===== src/rtl/tt_side_store.sv =====
module tt_side_store #(
    parameter int ROWS = 8
) (
    input  logic            clk_i,
    input  logic            rst_i,
    input  logic            flush_i,
    input  logic            done_i,
    input  logic            load_i,
    input  logic [ROWS-1:0] data_i,
    input  logic [ROWS-1:0] mask_i,
    output logic [ROWS-1:0] tbl_o,
    output logic            vld_o
);

    typedef struct packed {
        logic [ROWS-1:0] tbl;
        logic            vld;
    } side_t;

    side_t st_d, st_q;

    always_comb begin
        st_d = st_q;
        if (flush_i || !done_i) begin
            st_d = '0;
        end else if (load_i) begin
            st_d.tbl = data_i & mask_i;
            st_d.vld = 1'b1;
        end
    end

    always_ff @(posedge clk_i) begin
        if (rst_i) begin
            st_q <= '0;
        end else begin
            st_q <= st_d;
        end
    end

    assign tbl_o = st_q.tbl;
    assign vld_o = st_q.vld;

endmodule


===== config.mk =====
export PLATFORM = sky130hd
export DESIGN_NAME = tt_side_store
export DESIGN_NICKNAME = d
export VERILOG_FILES = /design/src/rtl/tt_side_store.sv
export SDC_FILE = /design/constraint.sdc
export NUM_CORES = 1
export LEC_CHECK = 0
export ABC_AREA = 1
export BUFFER_PORTS_ARGS = -buffer_cell sky130_fd_sc_hd__buf_2
export CAP_MARGIN = 20
export CORE_AREA = 2 2 39 41
export DETAILED_ROUTE_END_ITERATION = 8
export DIE_AREA = 0 0 41 43
export GPL_TIMING_DRIVEN = 0
export PLACE_DENSITY = 0.63
export REMOVE_ABC_BUFFERS = 1
export SLEW_MARGIN = 20
export SYNTH_ARGS = -nofsm -noshare
export SYNTH_HDL_FRONTEND = slang
export SYNTH_SLANG_ARGS = --single-unit

===== constraint.sdc =====
create_clock -name clk_i -period 0.8 [get_ports clk_i]
set_clock_uncertainty 0.15 [all_clocks]
set_input_delay 0.04 -clock clk_i [delete_from_list [all_inputs] [get_ports clk_i]]
set_output_delay 0.04 -clock clk_i [all_outputs]
set_load 0.03 [all_outputs]

* After elaboration in Yosys (flattened, before gate mapping)
Index checks and enable logic that the tools add are counted.
** Storage, ports and cells
- Flip-flop bits (word level) :: 9
- Bits of input ports :: 21
- Output and inout bits :: 9
- Logic and storage cells :: 6
** Operators by class
- Bitwise gates (word level) :: 1
- Reductions and logical operators :: 3
** Operators with widths (number)
- AND 8 bit :: 1
- OR reduction 2 bit :: 1
- zero test 1 bit :: 1
- logical OR 1 bit :: 1

* Logic depth before layout (Yosys ltp)
Gate-level depths: netlist of run 1.
- Depth in word-level cells :: 3
- Mapped depth :: 5
- Mapped depth without buffers :: 4

* Worst setup path after synthesis of run 1
No wires, ideal clock.
- Path kind :: register to register
- From :: reg, netlist name tbl_o[3]
- To :: reg st_q (netlist bit tbl_o[3])
- Setup time :: 64 ps
- Arrival :: 722 ps
- Required time :: 586 ps
- Path slack :: -136 ps
- Cell stages (with the launch flop) :: 5
- Buffers on the path :: 0
- Clock period less this slack :: 936 ps
- Cells stage by stage :: dfxtp_1 -> inv_1 -> nand2_2 -> nand2_1 -> nor2_1
** RTL lines
- end signal: assignment :: line 36 : st_q <= st_d;
- end: declaration :: line 20 : side_t st_d, st_q;

* Final worst setup path of run 1
- From :: reg st_q (netlist bit tbl_o[0])
- To :: out tbl_o[0]
** RTL lines
- end: declaration :: line 11 : output logic [ROWS-1:0] tbl_o,
No word-level cell between the ends.

==> metrics.md, run 1 <==
| Metric | Value |
|---|---|
| Slew margin rel. | about 86% |
| Pin count of the biggest net entering global routing | 11 |
| Fmax | 1088 MHz |
| Fin. Hold Viols | 9 |
| IO Count | 30 |
| Cells after Synth | between 60 and 70 |
| CP startpoint kind | flip-flop |
| Final GP Congestion | approximately 0.64 |
| CTS Buf Count | 3 |
| Pleak | around 0.37 nW |
| Total wire length | 945 um |
| Post-synth design cell area | about 410 sq um |
| CTS H-tree lvls | 1 |
| PwrDens | approximately 1500 mW/mm^2 |
| Die W | ~41 um |
| Top delay family on crit path | flip-flops |
| CTS clk-pin slew, worst paths | 60 ps |
| Commonest non-fill, non-tap cell in the layout | nand2_1 |
| Pwr Total | between 0.0009 and 0.001 W |
| First drt pass iteration count | 2 |
| Port bufs | 29 |
| Synth top area cells | dfxtp_1, nand2_1, nor2_1 |
| Slew @ Worst Pin | approximately 220 ps |
| Slowest-stage cell, CP | dfxtp_2 |
| Avg Cell Area, Syn | approximately 6.5 sq um |
| HP Class | in -> reg |
| Global route overflow | 0 |
| Share of cells above drive strength 1 | a little over half |
| Clk root buf | clkbuf_4 |
| Max-cap viol count | 0 |
| Synth Register Bits | 9 |
| Final instance area | about 670 sq um |
| Initial antenna violation count | 0 |
| Die Area | between 0.0015 and 0.002 sq mm |
| DP HPWL | 669.1 um |
| Hold Slack | -82.15 ps |
| Crit path DAT | about 730 ps |
| Sink Count | 9 |
| Fin util | 48.73% |
| Via density | 4.134 |
| Die Span Y | approximately 43 um |
| P&R area growth vs syn | 63.83% |
| Yosys top cell by area | dfxtp_1 |
| First-pass GRT wire length | between 1.5 and 2 mm |
| Final Cycle Share | 114.9% |
| CP cell instances | buf_6 |
| Failing checks | negative hold slack, negative setup slack |
| Final ANT Viol Nets | 0 |
| Crit path kind | reg -> out |
| Seq/Total Area, Yosys | between 40% and 50% |
| Peak VDD IR | around 0.00077 V |
| Top cell type's share of synthesized area | around 44% |
| Core area | 0.001384 sq mm |
| Yosys cell types | 9 |
| Max Slew Vio Count | 0 |
| Row cnt | 14 |
| CP max stage delay | around 340 ps |
| Yosys warns | 0 |
| Top fanout value on the critical path | 2 |
| Final Setup Violations | 10 |
| Routed len/inst | about 8.4 um |
| Initial Util | 29.75% |
| Shortest period the worst path allows | about 920 ps |
| CTS tree | done |
| Most frequent cells in the layout | nand2_1, buf_2, nor2_1, buf_6, dfxtp_2 |
| DRT iter0 DRCs | 3 |
| Status | complete, but fails checks |
| RSZ-0062 raised after global routing | yes |
| GRT Total Usage | between 10% and 20% |
| Critical path capture point type | primary output |
| Vias in the first global route | about 450 |
| Worst-Skew Late Latency | ~260 ps |
| Drt drc | 0 |
| CTS max path bufs | 2 |
| CP Data Required Time | 610 ps |
| Via count | between 400 and 500 |
| Setup ws final | -119.5 ps |
| # diodes | 0 |
| Area after DPL | ~570 sq um |
| Buf/Inv on CP | 1 |
| Final net count | about 120 |
-- cells by family (layout without fill, tap and decap cells) --
group | Yosys count | in the layout | synth area share (%)
buf+inv | 11 | 44 | 12.46
flops | 9 | 9 | 43.77
simple gates | 43 | 43 | 43.77
-- flip-flops by register name (all words and copies together), names as in the netlist --
register  cells
vld_o         1
tbl_o         8
-- metal layers --
metal	vias to the layer above	share of wire (%)	GRT usage, %
met5	-	0	0
met2	21	49	21.88
met3	0	8.9	5.236
met4	0	0	4.000
li1	244	-	-
met1	198	42	17.26
-- repair_timing --
| item | CTS | global route |
|---|---|---|
| gates resized for setup | 27 | 7 |
| setup buffers | 0 | 1 |
| pin swaps | 0 | 7 |
| hold endpoints to repair | 9 | 9 |
| endpoints found under the setup margin | 9 | 16 |
| gates cloned | 0 | 0 |
-- final timing paths --
path              cells past startpoint               endpoint  slack [ps]                  start
hold reg to reg                       2     vld_o$_SDFFE_PP0P_         330     vld_o$_SDFFE_PP0P_
setup / recovery                      1               tbl_o[0]        -120  tbl_o[0]$_SDFFE_PP0P_
setup reg to reg                      5  tbl_o[1]$_SDFFE_PP0P_         -70  tbl_o[1]$_SDFFE_PP0P_
hold / removal                        5  tbl_o[4]$_SDFFE_PP0P_         -80              mask_i[4]
-- synth_stat cells --
cell / instances
nand3b_4: 1
nor2_1: 10
clkinv_1: 1
buf_6: 1
nand2_2: 1
nand2_1: 31
dfxtp_1: 9
inv_4: 1
inv_1: 8
-- per-stage QoR --
step | setup slack [ps] | TNS [ps] | cells
2_1_floorplan | -136.3 | -1061 | 62
3_3_place_gp | 40.14 | 0 | 107
4_1_cts | -120.3 | -1042 | 111
6_report | -119.5 | -1084 | 112
3_5_place_dp | 37.71 | 0 | 107
5_1_grt | -150.1 | -1526 | 112
-- area by class of cell --
cell class              instances  area (sq um)
flip-flops and latches          9         191.4
fillers                       147         709.4
well taps                      16         20.02
inverters                      10         40.04
clock buffers                   4         26.28
repair buffers                 30         209.0
multi-input cells              43         187.7
-- report_power, final --
part | leakage (nW) | switching (W) | internal, W
clock | 0.0150 | 0.000159 | 0.000192
combinational | 0.277 | 0.0000902 | 0.0000852
sequential | 0.0773 | 0.00000786 | 0.000461
Power figures use the tool's default switching activity.
==> run 2, diff against run 1 <==
--- a/config.mk
+++ b/config.mk
@@ -6,7 +6,7 @@
 export NUM_CORES = 1
 export LEC_CHECK = 0
 export ABC_AREA = 1
-export BUFFER_PORTS_ARGS = -buffer_cell sky130_fd_sc_hd__buf_2
+export BUFFER_PORTS_ARGS = -buffer_cell sky130_fd_sc_hd__buf_4
 export CAP_MARGIN = 20
 export CORE_AREA = 2 2 39 41
 export DETAILED_ROUTE_END_ITERATION = 8
==> metrics.md, run 2 (synthesis results as in run 1) <==
| Metric | Value |
|---|---|
| Critical path capture point type | primary output |
| CP Data Required Time | ~610 ps |
| DP HPWL | 668.5 um |
| Final net count | 118 |
| GRT Total Usage | about 13% |
| Status | complete, but fails checks |
| Setup TNS | -1186 ps |
| Vias in the first global route | 402 |
| Pin count of the biggest net entering global routing | 11 |
| Die W | roughly 41 um |
| Crit path kind | reg -> out |
| Row cnt | 14 |
| DRT iter0 DRCs | 5 |
| Clk root buf | clkbuf_4 |
| CTS tree | done |
| Top fanout value on the critical path | 2 |
| Share of cells above drive strength 1 | between 50% and 60% |
| P&R area growth vs syn | 76.29% |
| First drt pass iteration count | 4 |
| Sink Count | 9 |
| Die Area | 0.001763 sq mm |
| Failing checks | negative hold slack, negative setup slack |
| Drt drc | 0 |
| Fin. Hold Viols | 9 |
| Placement Setup Slack | 50.46 ps |
| Most frequent cells in the layout | nand2_1, buf_4, nor2_1, buf_6, dfxtp_2 |
| # diodes | 0 |
| Max FFs per register | 8 |
| CP startpoint kind | flip-flop |
| CTS max path bufs | 2 |
| Routed len/inst | 8.723 um |
| WP depth | 1 |
| Final ANT Viol Nets | 0 |
| PwrDens | around 1400 mW/mm^2 |
| CTS Buf Count | 3 |
| Port bufs | 29 |
| Max-cap viol count | 0 |
| Initial antenna violation count | 0 |
| Fmax | between 1000 and 1500 MHz |
| Pleak | a little under 0.4 nW |
| Setup ws final | -135.7 ps |
| HP Class | in -> reg |
| IO Count | 30 |
| Commonest non-fill, non-tap cell in the layout | nand2_1 |
| Final Setup Violations | 10 |
| Core area | about 0.0014 sq mm |
| Hold Slack | -87.66 ps |
| Slew margin rel. | between 90% and 100% |
| Via count | between 400 and 500 |
| CP cell instances | buf_6 |
| Slew @ Worst Pin | ~130 ps |
| Hold Path Depth | 5 |
| RSZ-0062 raised after global routing | yes |
| Peak VDD IR | between 0.0008 and 0.0009 V |
| Total wire length | approximately 980 um |
| Slowest-stage cell, CP | dfxtp_2 |
| CP max stage delay | between 300 and 400 ps |
| Crit path DAT | around 750 ps |
| CTS H-tree lvls | 1 |
| Reg2Reg Depth | 5 |
| CTS clk-pin slew, worst paths | approximately 60 ps |
| Top delay family on crit path | flip-flops |
| Worst-Skew Late Latency | 270 ps |
| Fin util | 52.44% |
| R2R Setup Slk | -70 ps |
| Final Cycle Share | 117.0% |
| Final GP Congestion | 0.6223 |
| Shortest period the worst path allows | between 900 and 1000 ps |
| Max Slew Vio Count | 0 |
| Via density | 4.161 |
| Filler Cells Inserted | around 150 |
| First-pass GRT wire length | around 1.5 mm |
| Initial Util | ~30% |
| Buf/Inv on CP | 1 |
| Global route overflow | 0 |
| Die Span Y | about 43 um |
## run 2: cell counts in the layout (fill, tap and decap cells not counted)
Identical to the previous run, type by type.
## run 2: final timing paths
path,end,startpoint
worst max-delay path,tbl_o[5],tbl_o[5]$_SDFFE_PP0P_
worst min-delay path,tbl_o[3]$_SDFFE_PP0P_,mask_i[3]
worst max register to register,tbl_o[5]$_SDFFE_PP0P_,tbl_o[5]$_SDFFE_PP0P_
worst min register to register,vld_o$_SDFFE_PP0P_,vld_o$_SDFFE_PP0P_
## run 2: layout make-up
type | count | area [sq um] | share of cell area (%)
clock buffer | 4 | 26.28 | 3.621
inverter | 10 | 40.04 | 5.517
multi-input combinational | 43 | 185.2 | 25.52
sequential | 9 | 191.4 | 26.38
tap | 16 | 20.02 | 2.759
timing repair buffer | 30 | 262.8 | 36.21
## run 2: layer usage
layer,share of wire [%],GRT usage [%]
met5,0,0
met2,48,18.75
met4,3.2,8.000
met3,13,5.759
met1,36,14.61
## run 2: metrics by stage
step                instances  cell area (sq um)  total power, W
CTS                       111              709.4        0.001046
global route              112              725.7        0.001101
global placement          107              638.1       0.0006628
detailed placement        107              638.1       0.0006655
floorplan                  62              400.4       0.0005582
finish                    112              725.7        0.001045
## run 2: what timing repair did
action,in CTS,in global routing
pin swaps,0,6
endpoints found under the setup margin,9,16
hold endpoints to repair,9,9
setup buffers,0,1
gates resized for setup,18,5
## run 2: power breakdown
part	switching (W)	total [W]	internal, W
logic	0.0000901	0.000203	0.000113
registers	0.00000727	0.000468	0.000460
clock network	0.000181	0.000375	0.000194
